[src/rtl/crr_pkg.sv]
package crr_pkg;

   typedef enum logic {
      HALF_UPPER = 1'b0,
      HALF_LOWER = 1'b1
   } half_e;

endpackage

[src/rtl/crr_result_bank.sv]
module crr_result_bank #(
   parameter int NUM_REGS = 4,
   parameter int DATA_W   = 16,
   localparam int IDX_W   = (NUM_REGS > 1) ? $clog2(NUM_REGS) : 1
) (
   input  logic                             clk,
   input  logic                             rst_n,
   input  logic                             wr_en,
   input  logic [IDX_W-1:0]                 wr_sel,
   input  logic [DATA_W-1:0]                wr_val,
   output logic [NUM_REGS-1:0][DATA_W-1:0]  regs_q
);

   for (genvar g = 0; g < NUM_REGS; g++) begin : g_reg
      always_ff @(posedge clk or negedge rst_n) begin
         if (!rst_n) begin
            regs_q[g] <= '0;
         end else if (wr_en && (wr_sel == IDX_W'(g))) begin
            regs_q[g] <= wr_val;
         end
      end
   end

   // a converter write appears in the selected register one edge later
   assert_cv_write_lands_R8 : assert property (@(posedge clk) disable iff (!rst_n)
      wr_en |=> regs_q[$past(wr_sel)] == $past(wr_val));

endmodule

[src/rtl/crr_shadow_byte.sv]
module crr_shadow_byte #(
   parameter int BUS_W = 8
) (
   input  logic             clk,
   input  logic             rst_n,
   input  logic             cap_en,
   input  logic [BUS_W-1:0] cap_val,
   output logic [BUS_W-1:0] shadow_q
);

   always_ff @(posedge clk or negedge rst_n) begin
      if (!rst_n) begin
         shadow_q <= '0;
      end else if (cap_en) begin
         shadow_q <= cap_val;
      end
   end

endmodule

[src/rtl/crr_read_path.sv]
module crr_read_path
   import crr_pkg::*;
#(
   parameter int NUM_REGS = 4,
   parameter int DATA_W   = 16,
   parameter int BUS_W    = 8,
   localparam int IDX_W   = (NUM_REGS > 1) ? $clog2(NUM_REGS) : 1,
   localparam int ADDR_W  = IDX_W + 1
) (
   input  logic                            rd,
   input  logic [ADDR_W-1:0]               addr,
   input  logic [NUM_REGS-1:0][DATA_W-1:0] regs,
   input  logic [BUS_W-1:0]                shadow,
   output logic [BUS_W-1:0]                rdata,
   output logic                            cap_en,
   output logic [BUS_W-1:0]                cap_val
);

   half_e            half;
   logic [IDX_W-1:0] idx;
   logic [DATA_W-1:0] word;

   always_comb begin
      half    = half_e'(addr[0]);
      idx     = addr[ADDR_W-1:1];
      word    = regs[idx];
      cap_en  = rd && (half == HALF_UPPER);
      cap_val = word[BUS_W-1:0];
      if (!rd) begin
         rdata = '0;
      end else if (half == HALF_UPPER) begin
         rdata = word[DATA_W-1:BUS_W];
      end else begin
         rdata = shadow;
      end
   end

endmodule

[src/rtl/coherent_result_port.sv]
module coherent_result_port
   import crr_pkg::*;
#(
   parameter int NUM_REGS = 4,
   parameter int DATA_W   = 16,
   parameter int BUS_W    = 8,
   localparam int IDX_W   = (NUM_REGS > 1) ? $clog2(NUM_REGS) : 1,
   localparam int ADDR_W  = IDX_W + 1
) (
   input  logic              clk,
   input  logic              rst_n,
   input  logic              bus_rd,
   input  logic              bus_wr,
   input  logic [ADDR_W-1:0] bus_addr,
   input  logic [BUS_W-1:0]  bus_wdata,
   output logic [BUS_W-1:0]  bus_rdata,
   input  logic              cv_we,
   input  logic [IDX_W-1:0]  cv_sel,
   input  logic [DATA_W-1:0] cv_data
);

   if (DATA_W != 2 * BUS_W) begin : g_bad_width
      $error("coherent_result_port: DATA_W must be twice BUS_W");
   end
   if (NUM_REGS < 2 || NUM_REGS != (1 << IDX_W)) begin : g_bad_count
      $error("coherent_result_port: NUM_REGS must be a power of two, at least 2");
   end

   // bus writes have no target in this block
   logic unused_bus_write;
   assign unused_bus_write = bus_wr ^ (^bus_wdata);

   logic [NUM_REGS-1:0][DATA_W-1:0] regs_q;
   logic [BUS_W-1:0]                shadow_q;
   logic                            cap_en;
   logic [BUS_W-1:0]                cap_val;

   crr_result_bank #(.NUM_REGS(NUM_REGS), .DATA_W(DATA_W)) u_bank (
      .clk    (clk),
      .rst_n  (rst_n),
      .wr_en  (cv_we),
      .wr_sel (cv_sel),
      .wr_val (cv_data),
      .regs_q (regs_q)
   );

   crr_shadow_byte #(.BUS_W(BUS_W)) u_shadow (
      .clk      (clk),
      .rst_n    (rst_n),
      .cap_en   (cap_en),
      .cap_val  (cap_val),
      .shadow_q (shadow_q)
   );

   crr_read_path #(.NUM_REGS(NUM_REGS), .DATA_W(DATA_W), .BUS_W(BUS_W)) u_read (
      .rd      (bus_rd),
      .addr    (bus_addr),
      .regs    (regs_q),
      .shadow  (shadow_q),
      .rdata   (bus_rdata),
      .cap_en  (cap_en),
      .cap_val (cap_val)
   );

   // an upper read loads the addressed register's lower byte as it stood before the edge
   assert_upper_loads_shadow_R3 : assert property (@(posedge clk) disable iff (!rst_n)
      (bus_rd && !bus_addr[0])
      |=> shadow_q == $past(regs_q[bus_addr[ADDR_W-1:1]][BUS_W-1:0]));

   // without an upper read, the shadow byte holds its value
   assert_shadow_holds_R5 : assert property (@(posedge clk) disable iff (!rst_n)
      !(bus_rd && !bus_addr[0]) |=> $stable(shadow_q));

   // a lower-half read presents the shadow byte
   assert_lower_from_shadow_R4 : assert property (@(posedge clk) disable iff (!rst_n)
      (bus_rd && bus_addr[0]) |-> bus_rdata == shadow_q);

   // an upper-half read presents the live upper byte
   assert_upper_live_R2 : assert property (@(posedge clk) disable iff (!rst_n)
      (bus_rd && !bus_addr[0]) |-> bus_rdata == regs_q[bus_addr[ADDR_W-1:1]][DATA_W-1:BUS_W]);

   // the read bus is quiet without a strobe
   assert_idle_zero_R9 : assert property (@(posedge clk) disable iff (!rst_n)
      !bus_rd |-> bus_rdata == '0);

endmodule

[config.mk]
export PLATFORM = sky130hd
export DESIGN_NAME = coherent_result_port
export DESIGN_NICKNAME = d
export VERILOG_FILES = /design/src/rtl/crr_pkg.sv /design/src/rtl/crr_result_bank.sv /design/src/rtl/crr_shadow_byte.sv /design/src/rtl/crr_read_path.sv /design/src/rtl/coherent_result_port.sv
export SDC_FILE = /design/constraint.sdc
export NUM_CORES = 1
export LEC_CHECK = 0
export ABC_AREA = 1
export BUFFER_PORTS_ARGS = -buffer_cell sky130_fd_sc_hd__buf_2
export CAP_MARGIN = 20
export CORE_MARGIN = 10
export CORE_UTILIZATION = 35
export DETAILED_ROUTE_END_ITERATION = 10
export PLACE_DENSITY = 0.65
export SETUP_SLACK_MARGIN = 0.4
export SLEW_MARGIN = 20
export SYNTH_ARGS = -nofsm -noshare
export SYNTH_HDL_FRONTEND = slang
export SYNTH_SLANG_ARGS = --single-unit
[constraint.sdc]
create_clock -name clk -period 0.8 [get_ports clk]
set_input_delay 0.08 -clock clk [delete_from_list [all_inputs] [get_ports clk]]
set_output_delay 0.08 -clock clk [all_outputs]
set_load 0.01 [all_outputs]
======== After elaboration in Yosys (flattened, before gate mapping) ========
Index checks and enable logic that the tools add are counted.
word-level totals
  flip-flop bits (word level) ............. 72
  input bits .............................. 34
  output and inout port bits .............. 8
  logic and storage cells ................. 20
operators by class
  order comparisons ....................... 1
  equal/unequal tests ..................... 3
  mux-type cells .......................... 4
  bitwise logic cells ..................... 1
  reductions and logical operators ........ 6
operator list
  operator              count
  $bmux W16 S2          1
  $mux W16              1
  $mux W8               2
  $logic_and A1 B1 Y1   5
  $eq A2 B2 Y1 const B  2
  $lt A2 B3 Y1 const B  1
  $eq A2 B1 Y1 const B  1
  $logic_not A2 Y1      1
  $not A1 Y1            1

======== Longest topological paths before layout ========
  depth after elaboration ................. 4
  depth in mapped cells ................... 8
  gate-level depth less buffers ........... 6

======== Hierarchy ========
From an unflattened synthesis, not the netlist that was laid out.
second synthesis, totals
  cells, all modules ...................... 446
  area, all modules ....................... 3,490.8 µm²
by module, submodules not included
  module           times used  cells an instance  area an instance (µm²)  sequential area each (µm²)
  crr_result_bank  1           285                2,611.3                 1,601.5
  crr_read_path    1           127                574.3                   0.0
  crr_shadow_byte  1           34                 305.3                   200.2

======== Worst setup path before layout ========
No wires, ideal clock.
  kind .................................... input to output
  from .................................... input port bus_addr[1]
  to ...................................... output port bus_rdata[5]
  arrival ................................. 0.690 ns
  required time ........................... 0.720 ns
  slack ................................... 0.030 ns
  stages .................................. 7
  buffers on the path ..................... 2
  cell sequence ........................... buf_6 -> inv_6 -> buf_6 -> nand2_1 -> nand3_1 -> nand2_1 -> a21oi_2
on the way
  word-level cells in the longest chain between the ends .. 4
RTL lines
  item                            RTL line                    text
  from (decl)                     coherent_result_port.sv:14  input logic [ADDR_W-1:0] bus_addr,
  $bmux W16 S2                    crr_read_path.sv:26         word = regs[idx];
  $mux W16 (implied by the code)  crr_read_path.sv:26
  $mux W8                         crr_read_path.sv:31         end else if (half == HALF_UPPER) begin
  $mux W8                         crr_read_path.sv:29         if (!rd) begin
  to (decl)                       coherent_result_port.sv:16  output logic [BUS_W-1:0] bus_rdata,
No other way between the ends. The select of a mux whose other input is x is not followed.

======== Final worst setup path ========
  from .................................... register u_bank.regs_q[56] (netlist bit)
  to ...................................... output port bus_rdata[0]
on the way
  word-level cells in the longest chain between the ends .. 4
RTL lines
  item                               RTL line               text
  from (decl)                        crr_result_bank.sv:11  output logic [NUM_REGS-1:0][DATA_W-1:0] regs_q
  from (signal, indexed assignment)  crr_result_bank.sv:19  regs_q[g] <= wr_val;
  $bmux W16 S2                       crr_read_path.sv:26
  $mux W16 (implied by the code)     crr_read_path.sv:26
  $mux W8                            crr_read_path.sv:31
  $mux W8                            crr_read_path.sv:29
No other way between the ends. The select of a mux whose other input is x is not followed.

==> reports/metrics.cfg <==
[status]
status=finished with violations
violations=negative hold slack, negative setup slack

[cts]
cts.sinks=72
tritoncts=done
insertion_delay_ps=360
cts-root-buf=clkbuf_8
cts_buffers=9
cts.path.max_buffers=2
path_clk_slew_ps=70
cts_max_level=3

[worst_setup_path]
crit_arrival_ps=1220
slowest_stage=dfrtp_1
critPathMaxStageDelay_ps=380
critPathBufInv=1
cp-start-kind=register
path_class=register to output pin
critPathCaptureType=output pin
crit_family=flip-flops
r2r-end=u_shadow.shadow_q[6]
r2r_slack_ps=-100
rr_worst_depth=6
r2r_start=u_bank.regs_q[54]
crit_fanout=2
required_ps=720
crit_chain=nand2_1, nand3_2, nand2_2, a21oi_2, buf_2

[final_layout]
drive_above_1_share_pct=47.0
seqCellArea_sq_um=1800
design_area_sq_um=5220
fin_util_pct=50.8
diodes=0
multi_input_area_sq_um=1690
mostFrequentLayoutCells=118 x nand2_1, 72 x dfrtp_1, 49 x inv_1, 49 x buf_6, 48 x o21ai_2
nNetsFinal=573
layout_commonest_cell=nand2_1
instances_no_fill=679
fill_cells=927
area_growth_pct=41.5

[timing]
rsz0062_at_grt=true
slew_viol_final=0
fin_skew_ps=4.59
fin_ws_ps=-496
fmax_mhz=772
slew_headroom_pct=81.1
hold_ws_ps=-297
finalHoldViolations=72
setup_violations=31
timing.final.crit_period_ps=1300
max_slew.worst_pin.slew_ps=284
finalCritPeriodShare_pct=162

[global_routing]
grt_remaining_overflow=0
grtUsageTotal_pct=12.7
grt_antenna_before_repair=0
grt_max_degree=51
grt_pass1_wl_mm=15.2
grt_pass1_vias=3114

[routing]
vias=3170
via_per_inst=4.67
routed_wl_mm=9.47
wire_per_inst_um=14.0
drc_errors=0
drt_pre_antenna_iters=4
drt_iter0_drc=219
final_antenna_net_count=0

[synth]
netlist_area_sq_um=3690
netlist_instances=436
synth_edf_count=0
syn_nets=470
ys_types=18
ys_seq_elements=72
synth.avg_cell_area_sq_um=8.45
seq_area_frac_synth_pct=48.9
async_reset_ff_share_pct=100
synth_warnings=0
synthFlopType=dfrtp_1

[power_and_ir_drop]
cellLeakagePower_nw=2.65
power_density_nw_per_um2=2100
ir_worst_vdd_mv=0.931

[floorplan]
initial_utilization_pct=35.9
die_y_um=123
rows=37
coreArea_sq_um=10300
die_width_um=123
dieArea_sq_um=15000
io_pins=42

[flow_run]
maxCapViolCount=0

[worst_hold_path]
hold_path_class=primary input to async pin

[placed_design]
io_buffers=32
place_congestion=0.826
hpwlAfterDp_mm=6.11
dpl_cell_area_sq_um=4390
placed_cells=631

==> report_power, final <==
group          internal [mW]  switching [mW]
clock network           1.91            1.34
logic                   1.67            1.44
registers               4.23           0.390
==> routing by layer <==
| metal | track usage, % | vias up | routed length [um] |
|---|---|---|---|
| met5 | 0 | - | 0 |
| met4 | 5.74 | 0 | 133 |
| met3 | 3.58 | 8 | 547 |
| met2 | 20.3 | 70 | 4660 |
| met1 | 15.7 | 1513 | 4130 |
| li1 | - | 1579 | - |
==> worst reg2reg max path, stage by stage (launching register included) <==
cell	delay [ps]
dfrtp_1	390
inv_1	60
nand2_1	60
nand3_1	100
nand2_1	80
nand2_1	60
nand2_1	50
==> how the worst max path moves through the flow <==
| stage | start | end | slack, ps | depth (start not counted) |
|---|---|---|---|---|
| final | u_bank.regs_q[56] | bus_rdata[0] | -500 | 5 |
| after global routing | u_bank.regs_q[15] | bus_rdata[7] | -560 | 5 |
| after CTS | u_bank.regs_q[41] | bus_rdata[1] | -490 | 5 |
| after detailed placement | bus_addr[1] | bus_rdata[5] | -230 | 7 |
| after global placement | bus_addr[1] | u_shadow.shadow_q[3] | -210 | 8 |
| after floorplan | bus_addr[1] | bus_rdata[0] | 30 | 7 |
==> repair_timing <==
item,4_1_cts,5_1_grt
gates resized for setup,47,56
pin swaps,45,26
setup endpoints to repair,80,80
hold endpoints to repair,72,72
buffers inserted,15,18
==> sequential cells by signal (all words and copies together) (netlist names) <==
register and cells:
u_bank.regs_q 64, u_shadow.shadow_q 8
==> layout make-up <==
class | count | share of cell area, %
tap | 136 | 3.26
clock buffer | 12 | 2.97
inverter | 53 | 4.27
timing repair buffer | 116 | 21.4
sequential | 72 | 34.5
clock inverter | 3 | 1.25
multi-input combinational | 287 | 32.4
==> cells by family (layout without fill, tap and decap cells) <==
group,Yosys count,count (layout),synth area share [%]
DFF,72,72,48.9
and+or+nand+nor,207,207,22.8
buffers and inverters,77,184,12.3
AOI/OAI and AO/OA,80,80,16.1
==> Yosys cell counts (2+ instances only) <==
| master | instances | share of area, % |
|---|---|---|
| buf_6 | 19 | 5.8 |
| o21ai_1 | 21 | 2.9 |
| buf_4 | 3 | 0.61 |
| nand3_2 | 2 | 0.54 |
| a21oi_2 | 8 | 1.9 |
| inv_1 | 51 | 5.2 |
| dfrtp_1 | 72 | 49 |
| o21ai_0 | 8 | 1.1 |
| nand2_2 | 3 | 0.51 |
| o21ai_2 | 43 | 10 |
| nand2_1 | 168 | 17 |
| nand3_1 | 32 | 4.3 |
==> metrics by stage <==
stage	total power, mW	TNS [ps]	setup slack, ps
4_1_cts	10.5	-4360	-488
3_3_place_gp	6.77	-9420	-212
3_5_place_dp	6.86	-11060	-230
5_1_grt	11.5	-6310	-563
6_report	11.0	-4870	-496
2_1_floorplan	5.94	0	30.3
Power figures use the tool's default switching activity.
